File: config.mk
export PLATFORM = sky130hd
export DESIGN_NAME = serial_rx_core
export DESIGN_NICKNAME = d
export VERILOG_FILES = /design/src/rtl/serial_rx_pkg.sv /design/src/rtl/rx_frame_sampler.sv /design/src/rtl/rx_parity_check.sv /design/src/rtl/rx_hold_regs.sv /design/src/rtl/serial_rx_core.sv
export SDC_FILE = /design/constraint.sdc
export NUM_CORES = 1
export LEC_CHECK = 0
export ABC_AREA = 1
export BUFFER_PORTS_ARGS = -buffer_cell sky130_fd_sc_hd__buf_2
export CORE_MARGIN = 2
export CORE_UTILIZATION = 45
export CTS_CLUSTER_DIAMETER = 200
export DETAILED_ROUTE_END_ITERATION = 7
export PLACE_DENSITY = 0.67
export SLEW_MARGIN = 10
export SYNTH_ARGS = -nofsm -noshare
export SYNTH_HDL_FRONTEND = slang
export SYNTH_SLANG_ARGS = --single-unit
File: constraint.sdc
create_clock -name clk -period 1.54 [get_ports clk]
set_clock_uncertainty 0.15 [all_clocks]
set_input_delay 0.077 -clock clk [delete_from_list [all_inputs] [get_ports clk]]
set_output_delay 0.077 -clock clk [all_outputs]
set_load 0.02 [all_outputs]
File: src/rtl/serial_rx_pkg.sv
package serial_rx_pkg;

  typedef enum logic [2:0] {
    RX_IDLE,
    RX_START,
    RX_DATA,
    RX_PAR,
    RX_STOP
  } rx_state_t;

  // line-control field positions (shared with the transmitter)
  localparam int LC_LEN_LO = 0;
  localparam int LC_PAR_EN = 3;
  localparam int LC_EVEN   = 4;
  localparam int LC_FORCE  = 5;

endpackage

File: src/rtl/rx_frame_sampler.sv
module rx_frame_sampler
  import serial_rx_pkg::*;
#(
  parameter int OVS    = 16,
  parameter int DATA_W = 8
) (
  input  logic              clk,
  input  logic              rst,
  input  logic              tick,
  input  logic              rxd,
  input  logic [1:0]        len_sel,
  input  logic              par_en,
  output logic [DATA_W-1:0] data_q,
  output logic              par_bit_q,
  output logic              stop_bit_q,
  output logic              frame_done
);
  localparam int CNT_W = $clog2(OVS);
  localparam int IDX_W = $clog2(DATA_W);
  localparam logic [CNT_W-1:0] MID_CNT  = CNT_W'(OVS / 2 - 1);
  localparam logic [CNT_W-1:0] LAST_CNT = CNT_W'(OVS - 1);

  rx_state_t        state;
  logic [CNT_W-1:0] cnt;
  logic [IDX_W-1:0] bidx;
  logic [IDX_W-1:0] last_idx;
  logic             line_s;
  logic             line_prev;

  assign last_idx = IDX_W'(32'(len_sel) + 4);

  always_ff @(posedge clk) begin
    if (rst) begin
      line_s <= 1'b1;
    end else begin
      line_s <= rxd;
    end
  end

  always_ff @(posedge clk) begin
    if (rst) begin
      state      <= RX_IDLE;
      cnt        <= '0;
      bidx       <= '0;
      line_prev  <= 1'b1;
      data_q     <= '0;
      par_bit_q  <= 1'b0;
      stop_bit_q <= 1'b1;
      frame_done <= 1'b0;
    end else begin
      frame_done <= 1'b0;
      if (tick) begin
        line_prev <= line_s;
        unique case (state)
          RX_IDLE: begin
            if (!line_s && line_prev) begin
              state <= RX_START;
              cnt   <= CNT_W'(1);
            end
          end
          RX_START: begin
            if (cnt == MID_CNT) begin
              cnt <= '0;
              if (line_s) begin
                state <= RX_IDLE;
              end else begin
                state  <= RX_DATA;
                bidx   <= '0;
                data_q <= '0;
              end
            end else begin
              cnt <= cnt + 1'b1;
            end
          end
          RX_DATA: begin
            cnt <= cnt + 1'b1;
            if (cnt == LAST_CNT) begin
              data_q[bidx] <= line_s;
              if (bidx == last_idx) begin
                state <= par_en ? RX_PAR : RX_STOP;
              end else begin
                bidx <= bidx + 1'b1;
              end
            end
          end
          RX_PAR: begin
            cnt <= cnt + 1'b1;
            if (cnt == LAST_CNT) begin
              par_bit_q <= line_s;
              state     <= RX_STOP;
            end
          end
          RX_STOP: begin
            cnt <= cnt + 1'b1;
            if (cnt == LAST_CNT) begin
              stop_bit_q <= line_s;
              frame_done <= 1'b1;
              state      <= RX_IDLE;
            end
          end
          default: state <= RX_IDLE;
        endcase
      end
    end
  end
endmodule

File: src/rtl/rx_parity_check.sv
module rx_parity_check #(
  parameter int DATA_W = 8
) (
  input  logic [DATA_W-1:0] data,
  input  logic              par_bit,
  input  logic              par_en,
  input  logic              even_sel,
  input  logic              force_sel,
  output logic              par_err
);
  logic expect_bit;

  always_comb begin
    if (force_sel) begin
      expect_bit = ~even_sel;
    end else if (even_sel) begin
      expect_bit = ^data;
    end else begin
      expect_bit = ~^data;
    end
    par_err = par_en && (par_bit != expect_bit);
  end
endmodule

File: src/rtl/rx_hold_regs.sv
module rx_hold_regs #(
  parameter int DATA_W = 8
) (
  input  logic              clk,
  input  logic              rst,
  input  logic              frame_done,
  input  logic              rd_strobe,
  input  logic [DATA_W-1:0] data_in,
  input  logic              par_err_in,
  input  logic              stop_bit_in,
  output logic [DATA_W-1:0] rx_byte,
  output logic              data_ready,
  output logic              parity_err,
  output logic              frame_err,
  output logic              overrun
);
  always_ff @(posedge clk) begin
    if (rst) begin
      rx_byte    <= '0;
      data_ready <= 1'b0;
      parity_err <= 1'b0;
      frame_err  <= 1'b0;
      overrun    <= 1'b0;
    end else if (frame_done) begin
      rx_byte    <= data_in;
      data_ready <= 1'b1;
      parity_err <= par_err_in;
      frame_err  <= ~stop_bit_in;
      overrun    <= (overrun | data_ready) & ~rd_strobe;
    end else if (rd_strobe) begin
      data_ready <= 1'b0;
      overrun    <= 1'b0;
    end
  end
endmodule

File: src/rtl/serial_rx_core.sv
module serial_rx_core
  import serial_rx_pkg::*;
#(
  parameter int OVS    = 16,
  parameter int DATA_W = 8
) (
  input  logic              clk,
  input  logic              rst,
  input  logic              tick16,
  input  logic              rxd,
  input  logic [5:0]        line_ctl,
  input  logic              rd_strobe,
  output logic [DATA_W-1:0] rx_byte,
  output logic              data_ready,
  output logic              parity_err,
  output logic              frame_err,
  output logic              overrun
);
  logic [DATA_W-1:0] data_w;
  logic              par_bit_w;
  logic              stop_bit_w;
  logic              frame_done_w;
  logic              par_err_w;
  logic              unused_stop_len;

  // stop-length bit only matters to the transmitter
  assign unused_stop_len = line_ctl[2];

  rx_frame_sampler #(.OVS(OVS), .DATA_W(DATA_W)) u_sampler (
    .clk        (clk),
    .rst        (rst),
    .tick       (tick16),
    .rxd        (rxd),
    .len_sel    (line_ctl[LC_LEN_LO +: 2]),
    .par_en     (line_ctl[LC_PAR_EN]),
    .data_q     (data_w),
    .par_bit_q  (par_bit_w),
    .stop_bit_q (stop_bit_w),
    .frame_done (frame_done_w)
  );

  rx_parity_check #(.DATA_W(DATA_W)) u_parity (
    .data      (data_w),
    .par_bit   (par_bit_w),
    .par_en    (line_ctl[LC_PAR_EN]),
    .even_sel  (line_ctl[LC_EVEN]),
    .force_sel (line_ctl[LC_FORCE]),
    .par_err   (par_err_w)
  );

  rx_hold_regs #(.DATA_W(DATA_W)) u_hold (
    .clk         (clk),
    .rst         (rst),
    .frame_done  (frame_done_w),
    .rd_strobe   (rd_strobe),
    .data_in     (data_w),
    .par_err_in  (par_err_w),
    .stop_bit_in (stop_bit_w),
    .rx_byte     (rx_byte),
    .data_ready  (data_ready),
    .parity_err  (parity_err),
    .frame_err   (frame_err),
    .overrun     (overrun)
  );
endmodule

==> qor.csv, run 1 <==
stage,metric,value,unit
detailed_routing,Routed WL,4010,um
logic_synthesis,synth warn,0,
worst_setup_path,CP arrival,1.69,ns
logic_synthesis,post-synthesis register bit count,35,
logic_synthesis,syn nets,286,
global_route,total gr overflow,0,
detailed_routing,drt initial violations,55,
logic_synthesis,"count leader, synth",nand2_1,
placed_design,Placer Congestion,0.843,
floorplanning,Ports,23,
worst_setup_path,Slowest cell on crit path,dfxtp_2,
cts,clk buf depth,2,
worst_setup_path,CP Capture Type,flip-flop,
cts,CTS tree,built,
logic_synthesis,mapped cell area,1840,um2
cells_and_area,layout net count,327,
worst_hold_path,worst min path class,input pin to flip-flop,
floorplanning,Core Box Area,3970,um2
cts,H-tree Lvls,2,
cts,clock transition at the registers of the reported paths,0.07,ns
floorplanning,Die X,68.0,um
worst_setup_path,Max stage delay on crit path,0.35,ns
power_and_ir_drop,VDD IR-drop max,0.844,mV
logic_synthesis,sequential-to-total area share from yosys stat,38.0,%
logic_synthesis,number of flops mapped to enable cells by yosys,0,
logic_synthesis,most area-hungry cell type in the Yosys netlist,dfxtp_1,
worst_setup_path,critical path cell sequence,ha_4 > nand2_4 > inv_2 > nand2_2 > o21ai_2 > buf_4 > nand3_4 > inv_6 > nand2_4 > o21ai_2 > a21oi_1,
worst_setup_path,CP Buf/Inv Count,3,
logic_synthesis,library cells used by synthesis,33,
detailed_routing,Wirelength per Cell,11.0,um
detailed_routing,via count,1775,
logic_synthesis,Syn Area/Cell,6.75,um2
logic_synthesis,Syn Inst Count,273,
placed_design,Post-Place Cells,348,
cells_and_area,Finished Layout Cells,365,
timing,Tcrit/Tclk final,107,%
run_status,status,finished with violations,
cts,root buf cell,clkbuf_8,
timing,post-route setup slack,-0.104,ns
timing,Achievable Freq,0.608,GHz
run_status,violated checks,negative setup slack,
worst_setup_path,WS Path Type,flip-flop to flip-flop,
detailed_routing,DRC viols,0,
cts,CTS Buf Count,5,
placed_design,port bufs,21,
logic_synthesis,Most used DFF post-synth,dfxtp_1,
worst_setup_path,Worst Path Required,1.58,ns
timing,Slew @ Worst Pin,0.374,ns
logic_synthesis,Synth top cells by count,"nand2_1, dfxtp_1, inv_1",
global_route,largest net degree at the start of global routing,20,
timing,final setup vio count,14,
power_and_ir_drop,Tot Pwr,2.56,mW
detailed_routing,drt first pass iters,4,
floorplanning,die area,4620,um2
floorplanning,die span in y,68.0,um
worst_setup_path,CP max FO,5,
global_route,first-pass GRT wire length,6350,um
detailed_routing,number of vias per cell,4.86,
cells_and_area,Area Growth Syn to Fin,28.3,%
worst_setup_path,crit path launch type,flip-flop,
global_route,vias in the first global route,1525,
timing,unrepaired setup endpoints after global routing,yes,
cells_and_area,final instance area,2360,um2
power_and_ir_drop,Leak,1.07,nW
global_route,GRT Overall Usage,18.2,%
logic_synthesis,fraction of registers with async set/reset,0,%
placed_design,hpwl dp,2790,um
global_route,initial antenna violation count,0,
detailed_routing,"antenna viol nets, final",0,
cells_and_area,layout cells sized above 1,29.2,%
logic_synthesis,Synth top area share,38.0,%
timing,post-layout min period,1.64,ns
timing,Relative slew margins,74.9,%
worst_setup_path,Top Family by Delay on Critical Path,flip-flops,
flow_run,Max Cap Viol,0,
placed_design,placed inst area,2060,um2
cts,Clock Latency Late Sink,0.30,ns
timing,"Hold Violations, Final",0,
cts,Sink Count,35,
timing,max-slew violations,0,
power_and_ir_drop,Pwr Density,1080,nW/um2
floorplanning,Initial Util,46.4,%
floorplanning,FP Rows,23,
cells_and_area,n_diodes,0,
logic_synthesis,top post-synthesis cells by area,"dfxtp_1, nand2_1, a21oi_1",
==> logic make-up (layout without fill, tap and decap cells) <==
family / after synthesis / count (layout) / synth area share (%)
AND/OR/NAND/NOR: 124 / 124 / 30.3
adder cells (fa/ha/maj): 2 / 2 / 1.36
XOR/XNOR: 4 / 4 / 1.90
AO/OA/AOI/OAI: 63 / 63 / 18.5
flip-flops: 35 / 35 / 38.0
buffers and inverters: 45 / 87 / 9.92
==> timing repair <==
action / 4_1_cts / 5_1_grt
hold buffers: 3 / 0
setup endpoints to repair: 14 / 20
gates resized for setup: 14 / 29
buffers inserted: 3 / 3
hold endpoints to repair: 4 / 0
pin swaps: 11 / 11
==> layout make-up <==
type,instances,area (um2)
well taps,50,62.6
repair buffers,43,294
clock inverters,2,12.5
inverters,36,140
clock buffers,6,72.6
multi-input cells,193,1070
fillers,382,1610
flip-flops and latches,35,708
==> final timing paths <==
kind | cells after the start | start | to | slack [ns]
setup reg to reg | 11 | u_sampler.cnt[1]$_SDFFE_PP0P_ | u_sampler.data_q[2]$_SDFFE_PP0P_ | -0.10
hold reg to reg | 1 | u_sampler.stop_bit_q$_SDFFE_PP1P_ | u_hold.frame_err$_SDFFE_PP0P_ | 0.31
setup / recovery | 11 | u_sampler.cnt[1]$_SDFFE_PP0P_ | u_sampler.data_q[2]$_SDFFE_PP0P_ | -0.10
hold / removal | 3 | rst | u_sampler.bidx[1]$_SDFFE_PP0P_ | 0.03
==> per-layer routing <==
metal	track usage, %	vias up	part of all wire (%)
met5	0	-	0
met4	7.00	0	1.8
met3	6.09	9	4.3
met2	31.3	34	48
met1	20.7	770	46
li1	-	962	-
==> worst min-delay path: stages <==
cell     delay [ns]
buf_2          0.08
buf_4          0.22
a21oi_2        0.04
==> through the flow <==
stage	setup WS [ns]	TNS [ns]	utilization, %	hold WS, ns
final	-0.104	-1.02	59.5	0.0270
after detailed placement	-0.146	-1.60	52.0	0.113
after floorplan	0.00226	0	-	0.0308
after CTS	-0.143	-1.44	56.6	0.0238
after global routing	-0.234	-2.65	59.5	0.0394
after global placement	-0.129	-1.43	52.0	0.112
==> where the power goes <==
| group | internal [mW] | switching, mW | leakage [nW] |
|---|---|---|---|
| logic | 0.348 | 0.519 | 0.749 |
| registers | 0.961 | 0.0552 | 0.285 |
| clock network | 0.316 | 0.357 | 0.0412 |
==> layout by cell type, fill, tap and decap left out, types with 2 or more instances in the layout <==
cell type      count
dfxtp_1           31
o21ai_2           12
clkbuf_8           5
buf_4             17
dfxtp_2            3
inv_2              4
nand3_1            4
a21oi_1           29
dlygate4sd3_1      3
buf_2             21
nor2_1            18
o211ai_1           2
xor2_1             3
nor2_2             3
inv_1             31
o21ai_0           12
nor2_4             6
nand2_4            2
nand2_2            5
a211oi_1           2
nand2_1           69
nand4_1            2
a31oi_1            2
nor3_1             8
==> sequential cells by signal, indices dropped and copies added (netlist names) <==
signal and cells:
u_hold.data_ready 1, u_hold.frame_err 1, u_hold.overrun 1, u_hold.parity_err 1, u_hold.rx_byte 8, u_sampler.bidx 3, u_sampler.cnt 4, u_sampler.data_q 8
u_sampler.frame_done 1, u_sampler.line_prev 1, u_sampler.line_s 1, u_sampler.par_bit_q 1, u_sampler.state 3, u_sampler.stop_bit_q 1
Note: power is estimated with default switching activity, not from simulation.
==> run 2: changes to the inputs <==
--- a/config.mk
+++ b/config.mk
@@ -6,12 +6,12 @@
 export NUM_CORES = 1
 export LEC_CHECK = 0
 export ABC_AREA = 1
-export BUFFER_PORTS_ARGS = -buffer_cell sky130_fd_sc_hd__buf_2
+export ABC_CLOCK_PERIOD_IN_PS = 1540
 export CORE_MARGIN = 2
 export CORE_UTILIZATION = 45
 export CTS_CLUSTER_DIAMETER = 200
 export DETAILED_ROUTE_END_ITERATION = 7
-export PLACE_DENSITY = 0.67
+export DONT_BUFFER_PORTS = 1
 export SLEW_MARGIN = 10
 export SYNTH_ARGS = -nofsm -noshare
 export SYNTH_HDL_FRONTEND = slang
==> run 2 against run 1 <==
  * Largest cell class unchanged
  * Power is 0.62% lower
  * The flow finishes with violations (negative hold slack, negative setup slack)
  * Global-route usage is 1.2 points higher
  * Largest power group unchanged
  * Combinational power is 2% lower
  * Clock power hardly changed
  * Critical path depth stayed put
  * Wire length is 4.4% higher
  * Final cell count is 3.6% lower
  * Register-to-register slack worse by 0.06 ns
==> qor.csv, run 2 (synthesis results as in run 1) <==
stage,metric,value,unit
timing,max-slew violations,0,
placed_design,Placer Congestion,0.783,
cells_and_area,"commonest non-fill, non-tap cell in the layout",nand2_1,
cts,clk buf depth,2,
worst_setup_path,CP arrival,1.73,ns
detailed_routing,drt first pass iters,4,
cells_and_area,n_diodes,0,
power_and_ir_drop,switch share,34.1,%
floorplanning,Die X,68.0,um
detailed_routing,DRC viols,0,
floorplanning,die span in y,68.0,um
worst_setup_path,CP max FO,7,
floorplanning,FP Rows,23,
worst_setup_path,FF-to-FF setup slack,-0.16,ns
timing,hold_ws,-0.302,ns
floorplanning,Ports,23,
power_and_ir_drop,P_sw,0.865,mW
timing,"Hold Violations, Final",14,
worst_setup_path,reg-to-reg critical path endpoint,u_sampler.data_q[3]$_SDFFE_PP0P_,
worst_setup_path,Critical path origin,u_sampler.cnt[1]$_SDFFE_PP0P_,
placed_design,dpl ws,-0.158,ns
placed_design,port bufs,0,
timing,Slew @ Worst Pin,0.344,ns
cells_and_area,final core utilization,57.6,%
cts,H-tree Lvls,2,
timing,Achievable Freq,0.588,GHz
global_route,first-pass GRT wire length,6810,um
global_route,initial antenna violation count,0,
floorplanning,Core Box Area,3970,um2
cells_and_area,Area Growth Syn to Fin,24.2,%
worst_hold_path,min-delay src,rst,
worst_setup_path,WS Path Type,flip-flop to flip-flop,
global_route,largest net degree at the start of global routing,21,
cts,Clock Latency Late Sink,0.28,ns
timing,Relative slew margins,76.9,%
power_and_ir_drop,clock network fraction of total power,26.6,%
cts,clock transition at the registers of the reported paths,0.07,ns
power_and_ir_drop,Pwr Density,1110,nW/um2
floorplanning,Initial Util,46.4,%
flow_run,Max Cap Viol,0,
worst_setup_path,worst-case reg-to-reg path depth,11,
worst_hold_path,Cells on Worst Hold Path,1,
power_and_ir_drop,Comb pwr share,33.6,%
power_and_ir_drop,P_int,1.67,mW
global_route,vias in the first global route,1638,
detailed_routing,drt initial violations,35,
global_route,GRT Overall Usage,19.4,%
cells_and_area,layout net count,315,
run_status,status,finished with violations,
floorplanning,die area,4620,um2
cts,root buf cell,clkbuf_8,
detailed_routing,via count,1760,
detailed_routing,Routed WL,4190,um
detailed_routing,"antenna viol nets, final",0,
cts,Sink Count,35,
timing,Tcrit/Tclk final,110,%
run_status,violated checks,"negative hold slack, negative setup slack",
power_and_ir_drop,VDD IR-drop max,0.589,mV
cts,CTS Hold Bufs,9,
cts,CTS Buf Count,5,
detailed_routing,Wirelength per Cell,11.9,um
power_and_ir_drop,Leak,1.01,nW
placed_design,hpwl dp,2800,um
timing,final setup vio count,15,
power_and_ir_drop,Tot Pwr,2.54,mW
worst_setup_path,Reg-to-Reg Start,u_sampler.cnt[1]$_SDFFE_PP0P_,
cts,CTS tree,built,
power_and_ir_drop,sequential share of power,39.8,%
worst_hold_path,worst min path class,input pin to flip-flop,
timing,post-route setup slack,-0.161,ns
timing,post-layout min period,1.70,ns
cells_and_area,Top Registers,"u_hold.rx_byte: 8 flops, u_sampler.data_q: 8 flops, u_sampler.cnt: 4 flops",
timing,unrepaired setup endpoints after global routing,yes,
worst_hold_path,Hold EP,u_sampler.data_q[0]$_SDFFE_PP0P_,
worst_setup_path,CP Capture Type,flip-flop,
global_route,total gr overflow,0,
cells_and_area,most frequent cells in the layout,"nand2_1, inv_1, dfxtp_1",
detailed_routing,number of vias per cell,5.00,
cells_and_area,layout cells sized above 1,21.5,%
worst_setup_path,Worst Path Required,1.57,ns
worst_setup_path,crit path launch type,flip-flop,
## run 2: repair_timing
| action | 4_1_cts | 5_1_grt |
|---|---|---|
| setup endpoints to repair | 14 | 18 |
| gates cloned | 0 | 1 |
| buffers inserted | 4 | 2 |
| pin swaps | 9 | 9 |
| hold endpoints to repair | 23 | 14 |
| gates resized for setup | 12 | 15 |
## run 2: layout make-up
class | instances | area [um2]
Sequential cell | 35 | 707
Tap cell | 50 | 62.6
Clock inverter | 1 | 5.00
Multi-Input combinational cell | 193 | 1030
Inverter | 36 | 138
Fill cell | 407 | 1680
Clock buffer | 6 | 82.6
Timing Repair Buffer | 31 | 260
## run 2: worst max-delay path by stage
stage | end | slack, ns | cells past startpoint
final | u_sampler.data_q[3]$_SDFFE_PP0P_ | -0.16 | 11
after CTS | u_sampler.data_q[6]$_SDFFE_PP0P_ | -0.12 | 9
after global routing | u_sampler.data_q[3]$_SDFFE_PP0P_ | -0.26 | 11
after detailed placement | u_sampler.data_q[0]$_SDFFE_PP0P_ | -0.16 | 9
after global placement | u_sampler.data_q[6]$_SDFFE_PP0P_ | -0.12 | 9
after floorplan | u_sampler.data_q[2]$_SDFFE_PP0P_ | 0.002 | 10
## run 2: power groups by stage
stage               sequential [mW]  clock (mW)  combinational [mW]
global placement               1.02           0               0.713
finish                         1.01       0.675               0.853
global route                   1.02       0.738               0.962
CTS                            1.01       0.693               0.788
floorplan                      1.01           0               0.502
detailed placement             1.02           0               0.711
## run 2: metal layers
layer	share of wire [%]	global-route usage [%]	wire, um	up-vias
met2	49	34.6	2070	30
met3	3.6	5.26	150	2
met5	0	0	0	-
met1	47	22.8	1960	791
met4	0.29	4.75	12	0
li1	-	-	-	937
## run 2: critical path, stage by stage, from the launching register on
cell and delay (ns):
dfxtp_2 0.36, ha_4 0.16, nand2_4 0.07, inv_2 0.08, nand2_4 0.05, o21ai_4 0.15, buf_6 0.12, nand3_4 0.11
inv_4 0.11, nand2_2 0.06, o21ai_1 0.13, a21oi_1 0.05
## run 2: metrics by stage
step / area, um2 / setup TNS [ns] / instances
after CTS: 2220 / -1.18 / 349
final: 2290 / -1.41 / 352
after global placement: 1970 / -1.41 / 329
after detailed placement: 1970 / -1.67 / 329
after floorplan: 1840 / 0 / 273
after global routing: 2290 / -3.11 / 352
